===== config.mk =====
export PLATFORM = sky130hd
export DESIGN_NAME = host_mailbox
export DESIGN_NICKNAME = d
export VERILOG_FILES = /design/src/rtl/hmb_pkg.sv /design/src/rtl/hmb_sync.sv /design/src/rtl/hmb_host_side.sv /design/src/rtl/hmb_chan.sv /design/src/rtl/host_mailbox.sv
export SDC_FILE = /design/constraint.sdc
export NUM_CORES = 1
export LEC_CHECK = 0
export BUFFER_PORTS_ARGS = -buffer_cell sky130_fd_sc_hd__buf_2
export CAP_MARGIN = 20
export CELL_PAD_IN_SITES_DETAIL_PLACEMENT = 0
export CELL_PAD_IN_SITES_GLOBAL_PLACEMENT = 1
export CORE_ASPECT_RATIO = 2
export CORE_MARGIN = 5
export CORE_UTILIZATION = 45
export DETAILED_ROUTE_END_ITERATION = 10
export GPL_TIMING_DRIVEN = 0
export PLACE_DENSITY_LB_ADDON = 0.1
export SYNTH_ARGS = -nofsm -noshare
export SYNTH_HDL_FRONTEND = slang
export SYNTH_SLANG_ARGS = --single-unit

===== constraint.sdc =====
create_clock -name clk -period 2.3 [get_ports clk]
set_clock_uncertainty 0.2 [all_clocks]
set_input_delay 0.115 -clock clk [delete_from_list [all_inputs] [get_ports clk]]
set_output_delay 0.115 -clock clk [all_outputs]
set_load 0.02 [all_outputs]

===== src/rtl/hmb_pkg.sv =====
package hmb_pkg;
  // status byte bit positions (decoded by host software)
  localparam int ST_OBF = 0;
  localparam int ST_IBF = 1;
  localparam int ST_CMD = 3;
endpackage


===== src/rtl/hmb_sync.sv =====
module hmb_sync #(
  parameter int W = 8,
  parameter logic [W-1:0] INIT = '1
) (
  input  logic         clk,
  input  logic         rst_n,
  input  logic [W-1:0] d,
  output logic [W-1:0] q
);
  logic [W-1:0] meta;

  always_ff @(posedge clk or negedge rst_n) begin
    if (!rst_n) begin
      meta <= INIT;
      q    <= INIT;
    end else begin
      meta <= d;
      q    <= meta;
    end
  end
endmodule


===== src/rtl/hmb_host_side.sv =====
module hmb_host_side #(
  parameter int NCH = 4,
  parameter int DW  = 8
) (
  input  logic           clk,
  input  logic           rst_n,
  input  logic [NCH-1:0] hcs_n,
  input  logic           hrd_n,
  input  logic           hwr_n,
  input  logic           ha0,
  input  logic [DW-1:0]  hd_in,
  output logic [NCH-1:0] wev,
  output logic [NCH-1:0] rev,
  output logic           wcmd,
  output logic [DW-1:0]  wdata
);
  localparam int SW = NCH + 3 + DW;

  logic [SW-1:0]  raw, s, p;
  logic [NCH-1:0] s_cs, p_cs;
  logic           s_rd, s_wr, p_rd, p_wr, p_a0;
  logic           s_a0;
  logic [DW-1:0]  s_d, p_d;
  logic           clash_q;
  logic           wr_rise, rd_rise;

  assign raw = {hcs_n, hrd_n, hwr_n, ha0, hd_in};

  hmb_sync #(.W(SW), .INIT({SW{1'b1}})) u_sync (
    .clk  (clk),
    .rst_n(rst_n),
    .d    (raw),
    .q    (s)
  );

  always_ff @(posedge clk or negedge rst_n) begin
    if (!rst_n) p <= '1;
    else        p <= s;
  end

  assign {s_cs, s_rd, s_wr, s_a0, s_d} = s;
  assign {p_cs, p_rd, p_wr, p_a0, p_d} = p;

  // once both strobes are seen low, nothing counts until both are high
  always_ff @(posedge clk or negedge rst_n) begin
    if (!rst_n)              clash_q <= 1'b0;
    else if (!s_rd && !s_wr) clash_q <= 1'b1;
    else if (s_rd && s_wr)   clash_q <= 1'b0;
  end

  assign wr_rise = !p_wr && s_wr && p_rd && !clash_q;
  assign rd_rise = !p_rd && s_rd && p_wr && !clash_q;

  generate
    for (genvar i = 0; i < NCH; i++) begin : g_ev
      assign wev[i] = wr_rise && !p_cs[i];
      assign rev[i] = rd_rise && !p_cs[i] && !p_a0;
    end
  endgenerate

  assign wcmd  = p_a0;
  assign wdata = p_d;
endmodule


===== src/rtl/hmb_chan.sv =====
module hmb_chan
  import hmb_pkg::*;
#(
  parameter int DW = 8
) (
  input  logic          clk,
  input  logic          rst_n,
  input  logic          wev,
  input  logic          wcmd,
  input  logic [DW-1:0] wdata,
  input  logic          rev,
  input  logic          lo_valid,
  output logic          lo_ready,
  input  logic [DW-1:0] lo_data,
  output logic          li_valid,
  input  logic          li_ready,
  output logic [DW-1:0] li_data,
  output logic          li_cmd,
  output logic [DW-1:0] odr,
  output logic [DW-1:0] status
);
  logic ibf, obf, cd;

  always_ff @(posedge clk or negedge rst_n) begin
    if (!rst_n) begin
      ibf     <= 1'b0;
      cd      <= 1'b0;
      li_data <= '0;
    end else if (wev) begin
      ibf     <= 1'b1;
      cd      <= wcmd;
      li_data <= wdata;
    end else if (li_valid && li_ready) begin
      ibf     <= 1'b0;
    end
  end

  always_ff @(posedge clk or negedge rst_n) begin
    if (!rst_n) begin
      obf <= 1'b0;
      odr <= '0;
    end else if (lo_valid && lo_ready) begin
      obf <= 1'b1;
      odr <= lo_data;
    end else if (rev) begin
      obf <= 1'b0;
    end
  end

  assign lo_ready = !obf;
  assign li_valid = ibf;
  assign li_cmd   = cd;

  always_comb begin
    status         = '0;
    status[ST_OBF] = obf;
    status[ST_IBF] = ibf;
    status[ST_CMD] = cd;
  end
endmodule


===== src/rtl/host_mailbox.sv =====
module host_mailbox #(
  parameter int NCH = 4,
  parameter int DW  = 8
) (
  input  logic              clk,
  input  logic              rst_n,
  input  logic [NCH-1:0]    hcs_n,
  input  logic              hrd_n,
  input  logic              hwr_n,
  input  logic              ha0,
  input  logic [DW-1:0]     hd_in,
  output logic [DW-1:0]     hd_out,
  output logic              hd_oe,
  output logic [NCH-1:0]    in_valid,
  input  logic [NCH-1:0]    in_ready,
  output logic [NCH*DW-1:0] in_data,
  output logic [NCH-1:0]    in_cmd,
  output logic [NCH-1:0]    irq,
  input  logic [NCH-1:0]    out_valid,
  output logic [NCH-1:0]    out_ready,
  input  logic [NCH*DW-1:0] out_data
);
  logic [NCH-1:0] wev, rev;
  logic           wcmd;
  logic [DW-1:0]  wdata;
  logic [DW-1:0]  odr_a  [NCH];
  logic [DW-1:0]  stat_a [NCH];

  hmb_host_side #(.NCH(NCH), .DW(DW)) u_host (
    .clk  (clk),
    .rst_n(rst_n),
    .hcs_n(hcs_n),
    .hrd_n(hrd_n),
    .hwr_n(hwr_n),
    .ha0  (ha0),
    .hd_in(hd_in),
    .wev  (wev),
    .rev  (rev),
    .wcmd (wcmd),
    .wdata(wdata)
  );

  generate
    for (genvar i = 0; i < NCH; i++) begin : g_ch
      hmb_chan #(.DW(DW)) u_ch (
        .clk     (clk),
        .rst_n   (rst_n),
        .wev     (wev[i]),
        .wcmd    (wcmd),
        .wdata   (wdata),
        .rev     (rev[i]),
        .lo_valid(out_valid[i]),
        .lo_ready(out_ready[i]),
        .lo_data (out_data[i*DW +: DW]),
        .li_valid(in_valid[i]),
        .li_ready(in_ready[i]),
        .li_data (in_data[i*DW +: DW]),
        .li_cmd  (in_cmd[i]),
        .odr     (odr_a[i]),
        .status  (stat_a[i])
      );
    end
  endgenerate

  assign irq   = in_valid;
  assign hd_oe = !hrd_n && hwr_n && (hcs_n != '1);

  // lowest selected channel drives the read bus
  always_comb begin
    hd_out = '0;
    for (int i = NCH - 1; i >= 0; i--) begin
      if (!hcs_n[i]) hd_out = ha0 ? stat_a[i] : odr_a[i];
    end
  end
endmodule


==> impl_metrics.json, run 1 <==
{
  "cts_htree_levels": 4,
  "ys_types": 24,
  "cts_resized": 0,
  "crit_fanout": 6,
  "hold_path.class": "in -> async",
  "ant_nets": 0,
  "maxCapViolations": 0,
  "num_antenna_cells": 0,
  "grt_pass1_vias": 3387,
  "cts-root-buf": "clkbuf_16",
  "netlist_instances": 299,
  "core_um2": 10100,
  "port-buffer-count": 113,
  "num_vias": 3017,
  "drtIter0Drc": 65,
  "start_util_pct": 46.0,
  "dp_hpwl_mm": 7.20,
  "worstMarginPinSlew_ns": 0.606,
  "die_y_um": 154,
  "synth_top_area_share_pct": 41.3,
  "cts_buffers": 17,
  "syn_nets": 357,
  "synth_area_um2": 4670,
  "die_area_um2": 12600,
  "fmax_mhz": 446,
  "grt_max_degree": 73,
  "finalPower_mw": 7.01,
  "finalCritPeriodShare_pct": 97.5,
  "synth_area_leader_cell": "dfrtp_1",
  "synth_area_leaders": "dfrtp_1, dfstp_2, mux2_2",
  "nets": 547,
  "ys_seq_area_share_pct": 66.6,
  "grt_overflow": 0,
  "ys_seq_elements": 122,
  "hold_buffers": 56,
  "drc": 0,
  "row_count": 52,
  "area_delta_synth_final_pct": 42.5,
  "layout_common_cells": "buf_2, mux2_2, dfrtp_1, dlygate4sd3_1, dfstp_2",
  "die_w_um": 82.0,
  "drive_above_1_share_pct": 60.0,
  "cts.sinks": 122,
  "post_cts_buffers": 0,
  "status": "finished, final reports clean",
  "setup_slack_ns": 0.0582,
  "slew_headroom_pct": 59.2,
  "grtUsageTotal_pct": 18.1,
  "p_per_area_nw_per_um2": 1050,
  "setup_viol": 0,
  "ys_warn_count": 0,
  "required_ns": 1.99,
  "dr.pass1.iters": 4,
  "final_common_cell": "buf_2",
  "finalWirelength_mm": 10.5,
  "cts.clk_slew.worst_paths_ns": 0.06,
  "finalMaxSlewViolations": 0,
  "ios": 114,
  "worstPathArrival_ns": 1.93,
  "finalHoldViolCount": 0,
  "finalWeightedCongestion": 0.822,
  "avgSynthCellArea_um2": 15.6,
  "rsz0062_at_grt": "false",
  "viasPerCell": 4.74,
  "startpoint_type": "input port",
  "wire_per_inst_um": 16.4,
  "cts_tree": "done",
  "crit_type": "in -> out",
  "vdd_drop_max_uv": 677,
  "grt_pass1_wl_mm": 17.0,
  "critPathCaptureType": "primary output",
  "clockBufferDepth": 2,
  "clk_latency_ns": 0.41,
  "p_leak_nw": 3.12,
  "place_ws_ns": 0.463,
  "antenna_found_initial": 0,
  "fin_crit_ns": 2.24
}
state kept, by name, summed over array words and instances (netlist names):
| signal | flops |
|---|---|
| g_ch.u_ch.li_data | 32 |
| g_ch.u_ch.odr | 32 |
| u_host.p | 15 |
| u_host.u_sync.meta | 15 |
| u_host.u_sync.q | 15 |
| g_ch.u_ch.li_cmd | 4 |
| g_ch.u_ch.li_valid | 4 |
| g_ch.u_ch.obf | 4 |
| u_host.clash_q | 1 |
metal layers:
metal	share of wire, %	track usage (%)	wire (um)	vias up
met5	0	0	0	-
met4	1.5	6.66	160	0
met3	5.2	5.39	544	12
met2	56	31.6	5870	91
met1	37	20.1	3870	1503
li1	-	-	-	1411
path summary, 6_finish.rpt:
| kind | from | endpoint | slack [ns] | cells after the start |
|---|---|---|---|---|
| setup / recovery | hcs_n[2] | hd_out[2] | 0.06 | 6 |
| hold / removal | rst_n | g_ch[3].u_ch.li_data[2] | 0.03 | 2 |
| setup reg to reg | u_host.u_sync.q[10] | g_ch[0].u_ch.obf | 0.51 | 4 |
| hold reg to reg | u_host.u_sync.q[13] | u_host.p[13] | 0.15 | 0 |
| max in group asynchronous | rst_n | u_host.u_sync.q[12] | 1.12 | 3 |
| min in group clk | hd_in[5] | u_host.u_sync.meta[5] | 0.15 | 2 |
Yosys cell counts:
cell / count
mux2_2: 81
dfrtp_1: 77
dfstp_2: 45
buf_4: 16
inv_1: 15
o22ai_1: 12
nor2_1: 8
a221oi_1: 6
buf_2: 5
nor2b_1: 5
a31oi_1: 4
nor2_8: 4
buf_6: 3
nor3_1: 3
a211oi_1: 2
a21oi_1: 2
nand2_1: 2
nand2b_1: 2
nand3b_1: 2
clkbuf_2: 1
ha_1: 1
nand4bb_1: 1
nor3b_1: 1
nor4_1: 1
per-stage QoR:
| stage | hold slack (ns) | instances | setup TNS, ns | util, % | area, um2 |
|---|---|---|---|---|---|
| after floorplan | -0.381 | 299 | 0 | - | 4670 |
| after global placement | 0.0209 | 547 | -38.10 | 53.2 | 5400 |
| after detailed placement | -0.109 | 549 | 0 | 53.6 | 5440 |
| after CTS | 0.0264 | 637 | 0 | 65.5 | 6650 |
| after global routing | 0.0584 | 637 | 0 | 65.5 | 6650 |
| final | 0.0283 | 637 | 0 | 65.5 | 6650 |
report_power, final:
group	switching (mW)	internal, mW
registers	0.227	2.61
clock network	0.971	1.93
logic	0.629	0.651
total	1.83	5.19
critical path: stages:
cell	delay (ns)
dlygate4sd3_1	0.52
buf_2	0.15
nor2b_1	0.43
a221oi_1	0.23
nor3_1	0.26
buf_2	0.23
cell type report:
class / instances / area (um2)
buffer: 25 / 184
clock buffer: 18 / 429
clock inverter: 14 / 220
fill: 824 / 3500
inverter: 15 / 56.3
multi-input combinational: 137 / 1320
sequential: 122 / 3110
tap: 135 / 169
timing repair buffer: 171 / 1160
logic make-up after synthesis:
kind of cell,after synthesis,share of synthesized area (%)
buffers and inverters,40,5.15
AO/OA/AOI/OAI,26,3.81
AND/OR/NAND/NOR,29,4.64
adder cells (fa/ha/maj),1,0.268
flip-flops,122,66.6
multiplexers,81,19.5
No activity file was read; power rests on OpenSTA's default activity.
==> inputs of run 2 (changes only) <==
Settings changed: CTS_BUF_LIST set to sky130_fd_sc_hd__clkbuf_8.
==> impl_metrics.json, run 2 (synthesis results as in run 1) <==
{
  "grtUsageTotal_pct": 18.2,
  "finalMaxSlewViolations": 0,
  "cts_resized": 0,
  "finalWirelength_mm": 10.3,
  "cts_htree_levels": 4,
  "finalPower_mw": 6.27,
  "num_antenna_cells": 0,
  "hold_path.class": "in -> reg",
  "hold_end": "u_host.u_sync.meta[5]",
  "clockBufferDepth": 2,
  "grt_overflow": 0,
  "drive_above_1_share_pct": 59.9,
  "p_sw_share_pct": 27.4,
  "layout_common_cells": "buf_2, mux2_2, dfrtp_1, dlygate4sd3_1, dfstp_2",
  "cts_tree": "done",
  "die_area_um2": 12600,
  "finalHoldViolCount": 0,
  "die_w_um": 82.0,
  "clk_latency_ns": 0.43,
  "grt_pass1_vias": 3432,
  "finalCritPeriodShare_pct": 94.1,
  "wire_per_inst_um": 16.1,
  "worstMarginPinSlew_ns": 0.650,
  "seqPwrFrac_pct": 45.1,
  "fin_util_pct": 63.9,
  "r2r-end": "g_ch[0].u_ch.obf",
  "rsz0062_at_grt": "false",
  "cts-root-buf": "clkbuf_8",
  "area_delta_synth_final_pct": 39.0,
  "maxCapViolations": 0,
  "comb_power_share_pct": 20.4,
  "reg_top3": "g_ch.u_ch.li_data: 32 flops, g_ch.u_ch.odr: 32 flops",
  "p_int_mw": 4.55,
  "post_cts_buffers": 0,
  "final_common_cell": "buf_2",
  "viasPerCell": 4.78,
  "cts.clk_slew.worst_paths_ns": 0.07,
  "ios": 114,
  "num_vias": 3052,
  "p_per_area_nw_per_um2": 966,
  "row_count": 52,
  "crit_fanout": 6,
  "port-buffer-count": 113,
  "startpoint": "hcs_n[2]",
  "finalWeightedCongestion": 0.822,
  "ant_nets": 0,
  "slew_headroom_pct": 56.3,
  "start_util_pct": 46.0,
  "crit_type": "in -> out",
  "cts.sinks": 122,
  "grt_max_degree": 73,
  "drc": 0,
  "holdCritStartpoint": "hd_in[5]",
  "dr.pass1.iters": 4,
  "grt_pass1_wl_mm": 17.0,
  "core_um2": 10100,
  "startpoint_type": "input port",
  "status": "finished, final reports clean",
  "setup_viol": 0,
  "hold_path_depth": 2,
  "p_leak_nw": 3.05,
  "hold_buffers": 58,
  "switchingPower_mw": 1.72,
  "vdd_drop_max_uv": 586,
  "die_y_um": 154,
  "dp_hpwl_mm": 7.20,
  "drtIter0Drc": 75,
  "fmax_mhz": 462,
  "cts_buffers": 17,
  "critPathCaptureType": "primary output",
  "clockPowerShare_pct": 34.5,
  "fin_crit_ns": 2.17,
  "required_ns": 1.99,
  "r2r_cells": 4,
  "r2r_slack_ns": 0.47,
  "antenna_found_initial": 0,
  "finalSetupTns_ns": 0,
  "r2r_start": "u_host.u_sync.q[10]",
  "worstPathArrival_ns": 1.85,
  "nets": 549
}
## run 2: changes by cell type in the layout (fill, tap and decap cells not counted)
cell / delta
clkbuf_1: -1
clkbuf_16: -17
clkbuf_8: +17
dlygate4sd3_1: +1
inv_1: +1
buf_12: +1
## run 2: critical path, cell delays in order
cell,delay (ns)
dlygate4sd3_1,0.53
buf_2,0.16
nor2b_1,0.21
a221oi_1,0.56
nor3_1,0.09
buf_2,0.18
## run 2: layout make-up
cell class	instances	area, um2
plain buffers	25	184
repair buffers	173	1190
flip-flops and latches	122	3110
clock buffers	17	234
fillers	850	3660
clock inverters	15	224
well taps	135	169
inverters	15	56.3
multi-input cells	137	1320
## run 2: power groups by stage
stage               logic (mW)  registers, mW  clock network, mW
detailed placement        1.21           2.87                  0
global placement          1.18           2.85                  0
finish                    1.28           2.83               2.16
global route              1.40           2.88               2.34
floorplan                0.600           3.02                  0
CTS                       1.30           2.83               2.22
## run 2: layer usage
metal	global-route usage, %	vias to the layer above	routed length, um
met4	7.77	0	301
li1	-	1416	-
met1	19.7	1507	3690
met3	6.15	21	584
met5	0	-	0
met2	31.3	108	5720
## run 2: through the flow
step	worst slack, ns	area, um2	instances	hold WS [ns]
global placement	-0.507	5400	547	0.0209
finish	0.135	6490	639	0.128
detailed placement	0.463	5440	549	-0.109
CTS	0.0738	6490	639	0.107
floorplan	0.683	4670	299	-0.381
global route	0.0337	6490	639	0.100
## run 2: worst max-delay path by stage
stage | endpoint | slack, ns | cells after the start
4_1_cts | hd_out[0] | 0.07 | 4
2_1_floorplan | g_ch[0].u_ch.li_cmd | 0.68 | 4
5_1_grt | hd_out[2] | 0.03 | 6
6_report | hd_out[2] | 0.13 | 6
3_3_place_gp | g_ch[0].u_ch.odr[7] | -0.51 | 1
3_5_place_dp | g_ch[0].u_ch.obf | 0.46 | 4
